<file path="config.mk">
export PLATFORM = sky130hd
export DESIGN_NAME = bb_serial_host
export DESIGN_NICKNAME = d
export VERILOG_FILES = /design/src/rtl/bbsif_pkg.sv /design/src/rtl/bbsif_decode.sv /design/src/rtl/bbsif_sck_gen.sv /design/src/rtl/bbsif_shift.sv /design/src/rtl/bb_serial_host.sv
export SDC_FILE = /design/constraint.sdc
export NUM_CORES = 1
export LEC_CHECK = 0
export BUFFER_PORTS_ARGS = -buffer_cell sky130_fd_sc_hd__buf_2
export CORE_UTILIZATION = 49
export DETAILED_ROUTE_END_ITERATION = 10
export PLACE_DENSITY = 0.86
export SYNTH_ARGS = -nofsm -noshare
export SYNTH_HDL_FRONTEND = slang
export SYNTH_HIERARCHICAL = 1
export SYNTH_SLANG_ARGS = --single-unit
</file>
<file path="constraint.sdc">
create_clock -name clk -period 1.65 [get_ports clk]
set_input_delay 0.165 -clock clk [delete_from_list [all_inputs] [get_ports clk]]
set_output_delay 0.165 -clock clk [all_outputs]
set_load 0.05 [all_outputs]
</file>
<file path="src/rtl/bbsif_pkg.sv">
package bbsif_pkg;
  localparam int unsigned OPC_W = 4;
  localparam logic [OPC_W-1:0] OPC_WRITE = 4'h5;
  localparam logic [OPC_W-1:0] OPC_READ  = 4'h6;

  typedef enum logic [1:0] {
    BB_OP_NONE  = 2'd0,
    BB_OP_WRITE = 2'd1,
    BB_OP_READ  = 2'd2
  } bb_op_e;
endpackage

</file>
<file path="src/rtl/bbsif_decode.sv">
module bbsif_decode
  import bbsif_pkg::*;
#(
  parameter int unsigned CTRL_W = 16,
  parameter int unsigned ADDR_W = 7
) (
  input  logic [CTRL_W-1:0] ctrl,
  output bb_op_e            op,
  output logic [ADDR_W-1:0] addr
);
  logic [OPC_W-1:0] opc;

  assign opc  = ctrl[CTRL_W-1 -: OPC_W];
  assign addr = ctrl[ADDR_W-1:0];

  always_comb begin
    case (opc)
      OPC_WRITE: op = BB_OP_WRITE;
      OPC_READ:  op = BB_OP_READ;
      default:   op = BB_OP_NONE;
    endcase
  end
endmodule

</file>
<file path="src/rtl/bbsif_sck_gen.sv">
module bbsif_sck_gen #(
  parameter int unsigned HALF_DIV = 2
) (
  input  logic clk,
  input  logic rst_n,
  input  logic start,
  input  logic run,
  output logic sck,
  output logic rise_tick,
  output logic fall_tick
);
  localparam int unsigned CW = (HALF_DIV > 1) ? $clog2(HALF_DIV) : 1;
  localparam logic [CW-1:0] CNT_LAST = CW'(HALF_DIV - 1);

  logic [CW-1:0] cnt;
  logic          phase_end;

  assign phase_end = run && (cnt == CNT_LAST);
  assign rise_tick = phase_end && !sck;
  assign fall_tick = phase_end && sck;

  always_ff @(posedge clk) begin
    if (!rst_n) begin
      cnt <= '0;
      sck <= 1'b0;
    end else if (start) begin
      cnt <= '0;
      sck <= 1'b0;
    end else if (run) begin
      if (cnt == CNT_LAST) begin
        cnt <= '0;
        sck <= ~sck;
      end else begin
        cnt <= cnt + 1'b1;
      end
    end
  end


  sck_idle_chk: assert property (@(posedge clk) disable iff (!rst_n)
    !run |-> !sck);
endmodule

</file>
<file path="src/rtl/bbsif_shift.sv">
module bbsif_shift #(
  parameter int unsigned ADDR_W = 7,
  parameter int unsigned DATA_W = 8
) (
  input  logic              clk,
  input  logic              rst_n,
  input  logic              start,
  input  logic              is_read,
  input  logic [ADDR_W-1:0] addr,
  input  logic [DATA_W-1:0] wdata,
  input  logic              miso,
  input  logic              rise_tick,
  input  logic              fall_tick,
  output logic              mosi,
  output logic              done,
  output logic [DATA_W-1:0] rx_byte
);
  localparam int unsigned FRAME_W = 1 + ADDR_W + DATA_W;
  localparam int unsigned BCW     = $clog2(FRAME_W + 1);
  localparam logic [BCW-1:0] BIT_LAST = BCW'(FRAME_W);

  logic [FRAME_W-1:0] tx_sh;
  logic [DATA_W-1:0]  rx_sh;
  logic [BCW-1:0]     bitcnt;

  assign mosi    = tx_sh[FRAME_W-1];
  assign rx_byte = rx_sh;
  assign done    = fall_tick && (bitcnt == BIT_LAST);

  always_ff @(posedge clk) begin
    if (!rst_n) begin
      tx_sh  <= '0;
      rx_sh  <= '0;
      bitcnt <= '0;
    end else if (start) begin
      tx_sh  <= {is_read, addr, (is_read ? {DATA_W{1'b0}} : wdata)};
      bitcnt <= '0;
    end else begin
      if (rise_tick) begin
        bitcnt <= bitcnt + 1'b1;
        rx_sh  <= {rx_sh[DATA_W-2:0], miso};
      end
      if (fall_tick) begin
        if (bitcnt == BIT_LAST) tx_sh <= '0;
        else                    tx_sh <= tx_sh << 1;
      end
    end
  end


  bit_limit_chk: assert property (@(posedge clk) disable iff (!rst_n)
    rise_tick |-> (bitcnt < BIT_LAST));
endmodule

</file>
<file path="src/rtl/bb_serial_host.sv">
module bb_serial_host
  import bbsif_pkg::*;
#(
  parameter int unsigned HALF_DIV = 2,
  parameter int unsigned CTRL_W   = 16,
  parameter int unsigned ADDR_W   = 7,
  parameter int unsigned DATA_W   = 8
) (
  input  logic              clk,
  input  logic              rst_n,
  input  logic              ctrl_we,
  input  logic [CTRL_W-1:0] ctrl_wdata,
  input  logic              wdat_we,
  input  logic [DATA_W-1:0] wdat_wdata,
  output logic              busy,
  output logic [DATA_W-1:0] rd_byte,
  output logic              bb_sck,
  output logic              bb_csn,
  output logic              bb_mosi,
  input  logic              bb_miso
);
  bb_op_e            op;
  logic [ADDR_W-1:0] addr;
  logic [DATA_W-1:0] wdat_q;
  logic [DATA_W-1:0] rx_byte;
  logic              start, done, rise_tick, fall_tick;
  logic              rd_pend;

  bbsif_decode #(.CTRL_W(CTRL_W), .ADDR_W(ADDR_W)) u_dec (
    .ctrl(ctrl_wdata), .op(op), .addr(addr)
  );

  assign start = ctrl_we && !busy && (op != BB_OP_NONE);

  bbsif_sck_gen #(.HALF_DIV(HALF_DIV)) u_sck (
    .clk(clk), .rst_n(rst_n), .start(start), .run(busy),
    .sck(bb_sck), .rise_tick(rise_tick), .fall_tick(fall_tick)
  );

  bbsif_shift #(.ADDR_W(ADDR_W), .DATA_W(DATA_W)) u_shf (
    .clk(clk), .rst_n(rst_n), .start(start),
    .is_read(op == BB_OP_READ), .addr(addr), .wdata(wdat_q),
    .miso(bb_miso), .rise_tick(rise_tick), .fall_tick(fall_tick),
    .mosi(bb_mosi), .done(done), .rx_byte(rx_byte)
  );

  always_ff @(posedge clk) begin
    if (!rst_n) wdat_q <= '0;
    else if (wdat_we) wdat_q <= wdat_wdata;
  end

  always_ff @(posedge clk) begin
    if (!rst_n) begin
      busy    <= 1'b0;
      bb_csn  <= 1'b1;
      rd_pend <= 1'b0;
      rd_byte <= '0;
    end else if (start) begin
      busy    <= 1'b1;
      bb_csn  <= 1'b0;
      rd_pend <= (op == BB_OP_READ);
    end else if (done) begin
      busy    <= 1'b0;
      bb_csn  <= 1'b1;
      if (rd_pend) rd_byte <= rx_byte;
    end
  end


  busy_rise_chk: assert property (@(posedge clk) disable iff (!rst_n)
    (ctrl_we && !busy && (ctrl_wdata[CTRL_W-1 -: OPC_W] == OPC_WRITE ||
     ctrl_wdata[CTRL_W-1 -: OPC_W] == OPC_READ)) |=> busy);

  bad_op_chk: assert property (@(posedge clk) disable iff (!rst_n)
    (ctrl_we && !busy && ctrl_wdata[CTRL_W-1 -: OPC_W] != OPC_WRITE &&
     ctrl_wdata[CTRL_W-1 -: OPC_W] != OPC_READ) |=> (!busy && bb_csn));

  csn_busy_chk: assert property (@(posedge clk) disable iff (!rst_n)
    bb_csn == !busy);

  drop_chk: assert property (@(posedge clk) disable iff (!rst_n)
    (busy && ctrl_we && !done) |=> busy);

  mosi_hold_chk: assert property (@(posedge clk) disable iff (!rst_n)
    (bb_sck && $past(bb_sck)) |-> $stable(bb_mosi));

  rd_hold_chk: assert property (@(posedge clk) disable iff (!rst_n)
    !$fell(busy) |-> $stable(rd_byte));
endmodule

</file>
# Word-level counts from Yosys, hierarchy flattened
# Index checks and enable logic that the tools add are counted.
# W data, S select, Z words.
# totals
inputBits,29
ff_bits,50
elab_cells,44
out_inout_bits,12
# op_classes
n_bitwise,3
n_reduce_logical,15
eq_ne,4
addsub,2
muxes,10
# ops
cell,n
$mux W16,3
$eq A4 B3 Y1 const B,2
$mux W8,1
$logic_and A1 B1 Y1,6
$reduce_bool A2 Y1,3
$add A5 B1 Y5 const B,1
$eq A5 B5 Y1 const B,1
$mux W1,5
$pmux W2 S2,1
$reduce_and A2 Y1,2
$not A1 Y1,3
$reduce_and A3 Y1,1
$eq A2 B2 Y1 const B,1
$logic_not A1 Y1,2
$reduce_or A2 Y1,1
$add A1 B1 Y1 const B,1

# Depth between registers and ports, before layout
# Gate-level depths: netlist of the first run.
# logic_depth
depth_word,6
ltp_mapped,9

# Cells and area by module
# The synthesis of the first run kept the hierarchy.
# modules_own_cells
module,area_each_um2,cells_per_inst,seq_area_each_um2,instances
bbsif_shift,1317.5,149,580.6,1
bb_serial_host,730.7,75,380.4,1
bbsif_sck_gen,96.3,10,40.0,1
bbsif_decode,77.6,9,0.0,1

# Least setup slack after synthesis of the first run
# No wires, ideal clock.
# synth_path
path_type,register to register
startpoint,register busy
endpoint,register rd_byte[0]
path_buffers,1
slack_ps,-480
t_arrival_ps,2059
setup_ps,72
stages_incl_launch_ff,8
path_cell_list,dfxtp_1 > and3_2 > clkbuf_1 > inv_1 > nor2_1 > nand2_1 > a21oi_4 > mux2i_1
# synth_rtl
element,line,text
start: declaration,bb_serial_host.sv:15,"output logic busy,"
start signal: assignment,bb_serial_host.sv:54,busy <= 1'b0;
start signal: assignment,bb_serial_host.sv:59,busy <= 1'b1;
start signal: assignment,bb_serial_host.sv:63,busy <= 1'b0;
$logic_and A1 B1 Y1,bbsif_sck_gen.sv:18,assign phase_end = run && (cnt == CNT_LAST);
$logic_and A1 B1 Y1,bbsif_sck_gen.sv:20,assign fall_tick = phase_end && sck;
net fall_tick,bb_serial_host.sv:26,"logic start, done, rise_tick, fall_tick;"
$logic_and A1 B1 Y1,bbsif_shift.sv:28,assign done = fall_tick && (bitcnt == BIT_LAST);
net done,bb_serial_host.sv:26,
$reduce_and A3 Y1 (no source line),n/a,
end signal: assignment,bb_serial_host.sv:65,if (rd_pend) rd_byte <= rx_byte;
end: declaration,bb_serial_host.sv:16,"output logic [DATA_W-1:0] rd_byte,"
# The timed path passes the listed nets, and every way through them passes these cells.
# A chain may end at the register's enable or synchronous reset.

# Worst setup path in the final report of the first run
# layout_path
startpoint,register u_shf.bitcnt[1]
endpoint,register rd_byte[6]
# layout_via
elab_chain_cells,3
# layout_rtl
element,line,text
start: declaration,bbsif_shift.sv:24,logic [BCW-1:0] bitcnt;
start signal: assignment,bbsif_shift.sv:40,bitcnt <= bitcnt + 1'b1;
$eq A5 B5 Y1,bbsif_shift.sv:28,
$logic_and A1 B1 Y1,bbsif_shift.sv:28,
net done,bb_serial_host.sv:26,
$reduce_and A3 Y1 (no source line),n/a,
# The timed path passes the listed nets, and every way through them passes these cells.

==> flow_summary_export.csv, run 1 <==
group,metric,value,unit
timing,rsz0062_at_grt,"no",
synth,synth_edf_count,0,
grt,antenna_found_initial,0,
timing,setup_violations,0,
clocking,cts_buffer_depth,2,
worst_setup_path,r2r-start,"u_shf/bitcnt[1]$_SDFFE_PP0P_",
synth,synthTopCellsByArea,"dfxtp_1 (45%), mux2i_1 (7.7%), nand2_1 (5.9%)",
pwr,power_density,844,nW/um^2
timing,worstMarginPinSlew,360,ps
worst_setup_path,timing.rr.end,"rd_byte[6]$_SDFFE_PN0P_",
worst_setup_path,arrival,1720,ps
hold_path,hp-class,"in2reg",
placement,dp_slack,-94.0,ps
worst_setup_path,setup.worst_path.class,"reg2reg",
timing,setup_ws,164,ps
synth,ys.flop_type,"dfxtp_1",
route,vias,1748,
pwr,p_sw,512,uW
grt,grt_pass1_wl,6.98,mm
pwr,seqPwrFrac,58.8,%
final_layout,antennaDiodeCount,0,
pwr,comb_power_share,6.8,%
route,drt_wl_total,4.14,mm
final_layout,syn_to_final_growth,13.0,%
synth,synthCells,243,
worst_setup_path,cp.required,1890,ps
placement,gp_congestion,0.702,
clocking,clock-root-buffer,"clkbuf_8",
hold_path,worstHoldEndpoint,"wdat_q[4]$_SDFFE_PN0P_",
floorplan,die_w,69.3,um
timing,timing.fmax,673,MHz
clocking,clock-sinks,50,
worst_setup_path,reg2regPathDepth,8,
worst_setup_path,cp-start-kind,"flip-flop",
grt,overflow,0,
pwr,internal_power,1.61,mW
grt,grt_usage,18.0,%
final_layout,nets,305,
hold_path,min_path_cells,3,
route,ant_nets,0,
route,drt-pass1-iter-count,4,
synth,ys_seq_area_share,45.0,%
timing,finClkSkew,11.4,ps
floorplan,start_util,51.0,%
timing,relSlewSlack,75.9,%
clocking,h-tree-depth,2,
synth,synth-warning-count,6,
timing,finalCritPeriodShare,90.1,%
timing,report.final.slew_viol_count,0,
floorplan,core_area,4350,sq um
timing,period_minus_slack,1490,ps
synth,synth_area,2220,sq um
pwr,p_leak,0.981,nW
synth,async_flop_share,0,%
worst_setup_path,worstPathMaxFanout,8,
final_layout,fillers,388,
synth,synthDistinctLibCells,36,
final_layout,postLayoutCellArea,2510,sq um
floorplan,die_h,69.3,um
synth,syn-num-nets,274,
synth,synth_top_area_share,45.0,%
route,vias_per_cell,5.35,
timing,finalHoldViolCount,0,
grt,grt_pass1_vias,1606,
pwr,swShare,24.2,%
floorplan,num_rows,24,
hold_path,hold_start,"wdat_wdata[4]",
clocking,clk_pin_slew_worst_paths,90,ps
synth,ys_ff_latch,50,
floorplan,pin_count,41,
job,max_cap_viol_count,0,
timing,hold_ws,84.3,ps
placement,dp_hpwl,2.83,mm
synth,yosysTopAreaCell,"dfxtp_1",
outcome,status,"complete, no violations",
synth,syn_area_per_cell,9.14,sq um
clocking,numCtsBuffers,5,
worst_setup_path,critPathCaptureType,"flip-flop",
clocking,worst_skew_pair.late_latency,310,ps
clocking,cts_tree,"yes",
route,first_iter_violations,86,
pwr,ir_drop,0.424,mV
route,wl_per_cell,12.7,um
final_layout,drive_above_1_share,24.0,%
pwr,clockPowerShare,34.4,%
floorplan,die_area,4810,sq um
route,route.detailed.drc,0,
placement,portBuffers,35,
placement,placed_cell_area,2400,sq um
worst_setup_path,r2r_slack,160,ps
clocking,cts_hold_buf,0,
grt,grt_max_degree,27,
==> critical path: stages (launching register included) <==
cell	delay (ps)
dfxtp_1	350
inv_1	70
ha_1	130
nand4bb_1	140
nor2_2	150
nand2_1	110
a21oi_4	140
buf_12	150
mux2i_1	170
==> power groups by stage <==
stage / Sequential, mW / Clock (mW) / Combinational, mW
3_5_place_dp: 1.27 / 0 / 0.144
5_1_grt: 1.25 / 0.785 / 0.161
4_1_cts: 1.25 / 0.736 / 0.145
6_report: 1.25 / 0.728 / 0.144
2_1_floorplan: 1.28 / 0 / 0.103
3_3_place_gp: 1.27 / 0 / 0.141
==> cell usage in the layout (no fill, tap or decap), types with 2 or more instances in the layout <==
cell / count
nand2_1: 35
nor2_1: 15
o21ai_1: 3
nand3_1: 8
mux2i_1: 17
o21ai_0: 5
nor2b_1: 6
clkbuf_8: 5
nor3b_1: 9
a21boi_0: 13
ha_1: 2
or2_4: 2
a21boi_1: 3
buf_2: 35
inv_1: 5
xnor2_1: 2
buf_4: 11
a21oi_1: 17
dfxtp_4: 2
a32oi_1: 7
and4bb_2: 2
xor2_1: 3
nand4_1: 2
dfxtp_1: 48
nand2b_1: 2
==> cell usage after synthesis, types with 4 or more instances <==
master,count
nor2b_1,7
nor2_1,16
buf_2,5
nand3_1,8
dfxtp_1,50
clkbuf_1,6
buf_6,4
a21oi_1,17
nor3b_1,9
o21ai_0,5
nand2_1,35
buf_4,7
a21boi_0,13
a32oi_1,7
mux2i_1,17
inv_1,5
==> routing by layer <==
metal	wire [um]	track usage (%)	share of wire, %	vias to the layer above
met1	1880	22.2	45	822
met2	2040	30.3	49	37
met3	134	4.07	3.2	8
li1	-	-	-	881
met4	82	7.48	2.0	0
met5	0	0	0	-
==> state kept, by name (all words and copies together) (netlist names) <==
register	cells
u_shf/tx_sh	16
u_shf/bitcnt	5
u_sck/sck	1
u_sck/cnt	1
bb_csn	1
u_shf/rx_byte	8
wdat_q	8
rd_byte	8
busy	1
rd_pend	1
==> metrics by stage <==
step / std cells / total power [mW] / util, % / TNS [ps]
CTS: 326 / 2.13 / 57.1 / 0
detailed placement: 318 / 1.42 / 55.1 / -646
global placement: 318 / 1.41 / 55.1 / -98.3
finish: 327 / 2.12 / 57.6 / 0
floorplan: 243 / 1.38 / - / 0
global route: 327 / 2.20 / 57.6 / 0
==> how the worst max path moves through the flow <==
stage / endpoint / cells after the start / slack (ps) / start
finish: rd_byte[6]$_SDFFE_PN0P_ / 8 / 160 / u_shf/bitcnt[1]$_SDFFE_PP0P_
global route: rd_byte[7]$_SDFFE_PN0P_ / 8 / 30 / u_shf/bitcnt[1]$_SDFFE_PP0P_
CTS: u_shf/tx_sh[4]$_SDFFE_PN0P_ / 5 / 0.8 / busy$_SDFFE_PN0P_
detailed placement: u_shf/tx_sh[0]$_SDFFE_PN0P_ / 7 / -90 / ctrl_wdata[15]
global placement: u_shf/tx_sh[3]$_SDFFE_PN0P_ / 7 / -20 / ctrl_wdata[15]
floorplan: rd_byte[0]$_SDFFE_PN0P_ / 7 / 8 / busy$_SDFFE_PN0P_
==> repair_timing <==
| action | CTS | global route |
|---|---|---|
| buffers inserted | 0 | 1 |
| endpoints found under the hold margin | 0 | 0 |
| endpoints found under the setup margin | 0 | 16 |
| resized for setup | 0 | 1 |
==> cell families (layout without fill, tap and decap cells) <==
logic type | after synthesis | count (layout) | synth area share (%)
simple gates | 87 | 87 | 19.9
mux | 17 | 17 | 7.66
xor+xnor | 5 | 5 | 1.97
buf+inv | 29 | 61 | 8.22
fa+ha+maj | 2 | 2 | 1.13
compound gates | 53 | 53 | 16.0
flops | 50 | 50 | 45.0
==> cell type report <==
type	count	area [sq um]	area share (%)
timing repair buffer	47	278	11.1
multi-input combinational	164	1050	41.7
clock buffer	6	72.6	2.89
sequential	50	1010	40.2
inverter	6	22.5	0.897
tap	52	65.1	2.59
clock inverter	2	17.5	0.698
Power figures use the tool's default switching activity.
==> run 2: changes to the inputs <==
--- a/config.mk
+++ b/config.mk
@@ -6,10 +6,9 @@
 export NUM_CORES = 1
 export LEC_CHECK = 0
 export BUFFER_PORTS_ARGS = -buffer_cell sky130_fd_sc_hd__buf_2
-export CORE_UTILIZATION = 49
+export CORE_UTILIZATION = 48
 export DETAILED_ROUTE_END_ITERATION = 10
 export PLACE_DENSITY = 0.86
 export SYNTH_ARGS = -nofsm -noshare
 export SYNTH_HDL_FRONTEND = slang
-export SYNTH_HIERARCHICAL = 1
 export SYNTH_SLANG_ARGS = --single-unit
==> flow_summary_export.csv, run 2 <==
group,metric,value,unit
outcome,status,"complete, no violations",
timing,relSlewSlack,73.4,%
clocking,cts_buffer_depth,2,
synth,synth_edf_count,0,
floorplan,pin_count,41,
final_layout,final_common_cell,"dfxtp_1",
grt,overflow,0,
clocking,worst_skew_pair.late_latency,310,ps
synth,syn_area_per_cell,9.63,sq um
timing,finClkSkew,4.92,ps
hold_path,hp-class,"in2reg",
synth,synth_area,2040,sq um
synth,synthDistinctLibCells,34,
clocking,clk_pin_slew_worst_paths,90,ps
floorplan,die_w,67.2,um
timing,timing.fmax,652,MHz
synth,yosysTopAreaCell,"dfxtp_1",
timing,setup_ws,116,ps
timing,finalHoldViolCount,0,
timing,hold_ws,103,ps
clocking,post_cts_resized,1,
synth,async_flop_share,0,%
synth,synth_common_cells,"dfxtp_1 (50), nand2_1 (26), nor2_1 (21)",
worst_setup_path,critical_path.max_stage_delay,390,ps
synth,syn-num-nets,243,
worst_setup_path,worstPathMaxFanout,8,
floorplan,core_area,4030,sq um
placement,dp_hpwl,2.72,mm
synth,synth-warning-count,0,
final_layout,top_register,"u_shf.tx_sh",
worst_setup_path,cpMaxStageDelayCell,"dfxtp_1",
clocking,cts_hold_buf,0,
clocking,clock-sinks,50,
timing,period_minus_slack,1530,ps
final_layout,final_cell_mix,"dfxtp_1 (49), buf_2 (35), nand2_1 (26), nor2_1 (20), nor2b_1 (19)",
job,max_cap_viol_count,0,
worst_setup_path,cp-start-kind,"flip-flop",
clocking,clock-root-buffer,"clkbuf_8",
final_layout,nets,278,
timing,worstMarginPinSlew,399,ps
placement,dp_slack,-18.3,ps
pwr,power_density,907,nW/um^2
timing,report.final.slew_viol_count,0,
worst_setup_path,path_cells,"inv_1 > ha_1 > and4bb_2 > nand3_4 > mux2i_1 > nor2b_1",
pwr,p_total,2.15,mW
synth,synthTopCellsByArea,"dfxtp_1 (49%), mux2i_1 (7.8%), a221oi_1 (6.0%)",
grt,grt_usage,19.6,%
worst_setup_path,worst-path-buf-inv,1,
clocking,cts_setup_buffers,0,
final_layout,largest_reg_flops,16,
synth,ys_seq_area_share,49.0,%
synth,yosysMostFrequentCell,"dfxtp_1",
final_layout,drive_above_1_share,22.6,%
clocking,h-tree-depth,2,
pwr,p_leak,0.987,nW
floorplan,die_h,67.2,um
grt,antenna_found_initial,0,
worst_setup_path,critPathCaptureType,"flip-flop",
route,vias_per_cell,5.43,
synth,ys.flop_type,"dfxtp_1",
route,route.detailed.drc,0,
route,ant_nets,0,
grt,grt_max_degree,35,
worst_setup_path,cp.required,1850,ps
timing,rsz0062_at_grt,"no",
grt,grt_pass1_wl,6.58,mm
grt,grt_pass1_vias,1444,
route,wl_per_cell,13.3,um
placement,portBuffers,35,
final_layout,antennaDiodeCount,0,
route,drt-pass1-iter-count,4,
clocking,cts_tree,"yes",
worst_setup_path,setup.worst_path.class,"reg2reg",
clocking,numCtsBuffers,5,
final_layout,final_core_util,58.7,%
timing,setup_violations,0,
floorplan,die_area,4520,sq um
route,first_iter_violations,76,
floorplan,num_rows,23,
timing,finalCritPeriodShare,93.0,%
route,vias,1617,
worst_setup_path,arrival,1740,ps
route,drt_wl_total,3.97,mm
synth,synthCells,212,
pwr,ir_drop,0.602,mV
synth,synth_top_area_share,49.0,%
final_layout,syn_to_final_growth,15.9,%
worst_setup_path,critical_path.top_delay_family,"simple AND/OR/NAND/NOR gates",
floorplan,start_util,50.7,%
synth,ys_ff_latch,50,
placement,gp_congestion,0.769,
## run 2: cell types whose count changed after synthesis, moves of 7 or more
cell | previous run | this run
nor2b_1 | 7 | 19
nor3b_1 | 9 | 0
nand3_1 | 8 | 1
nand2_1 | 35 | 26
o21ai_0 | 5 | 16
a21oi_1 | 17 | 4
a32oi_1 | 7 | 0
a221oi_1 | 0 | 14
## run 2: worst min-delay path, stage by stage
cell and delay, ps:
buf_2 100, nand2_1 40, a21boi_0 60
## run 2: metrics by stage
stage	instance area, sq um	std cells	setup TNS [ps]
final	2370	298	0
after global placement	2250	290	0
after global routing	2370	298	0
after detailed placement	2250	290	-52.5
after floorplan	2040	212	0
after CTS	2350	298	0
## run 2: path summary, 6_finish.rpt
kind / from / end / slack (ps) / cells after the start
hold / removal: bb_miso / u_shf.rx_byte[0]$_SDFFE_PN0P_ / 100 / 3
setup / recovery: u_shf.bitcnt[0]$_SDFFE_PP0P_ / rd_byte[3]$_SDFFE_PN0P_ / 120 / 6
setup reg to reg: u_shf.bitcnt[0]$_SDFFE_PP0P_ / rd_byte[3]$_SDFFE_PN0P_ / 120 / 6
hold reg to reg: u_shf.rx_byte[0]$_SDFFE_PN0P_ / u_shf.rx_byte[0]$_SDFFE_PN0P_ / 490 / 2
## run 2: cell families after synthesis
| family | share of synthesized area (%) |
|---|---|
| compound gates | 16.3 |
| buf+inv | 2.88 |
| fa+ha+maj | 1.23 |
| mux | 7.84 |
| flops | 49.0 |
| xor+xnor | 2.94 |
| simple gates | 19.8 |
## run 2: power breakdown
| part | switching (mW) | internal, mW | total, mW |
|---|---|---|---|
| registers | 0.0198 | 1.24 | 1.26 |
| clock network | 0.398 | 0.339 | 0.736 |
| logic | 0.0816 | 0.0713 | 0.153 |
## run 2: routing by layer
metal	routed length, um	vias up	track usage [%]	share of wire, %
li1	-	813	-	-
met1	1860	759	24.7	47
met2	1810	38	31.1	46
met3	203	7	3.89	5.1
met4	102	0	11.2	2.6
met5	0	-	0	0
## run 2: layout make-up
cell class	count	area, sq um
Multi-Input combinational cell	150	1000
Tap cell	50	62.6
Fill cell	354	1660
Clock inverter	1	5.00
Timing Repair Buffer	38	198
Inverter	2	7.51
Sequential cell	50	1000
Clock buffer	7	86.3
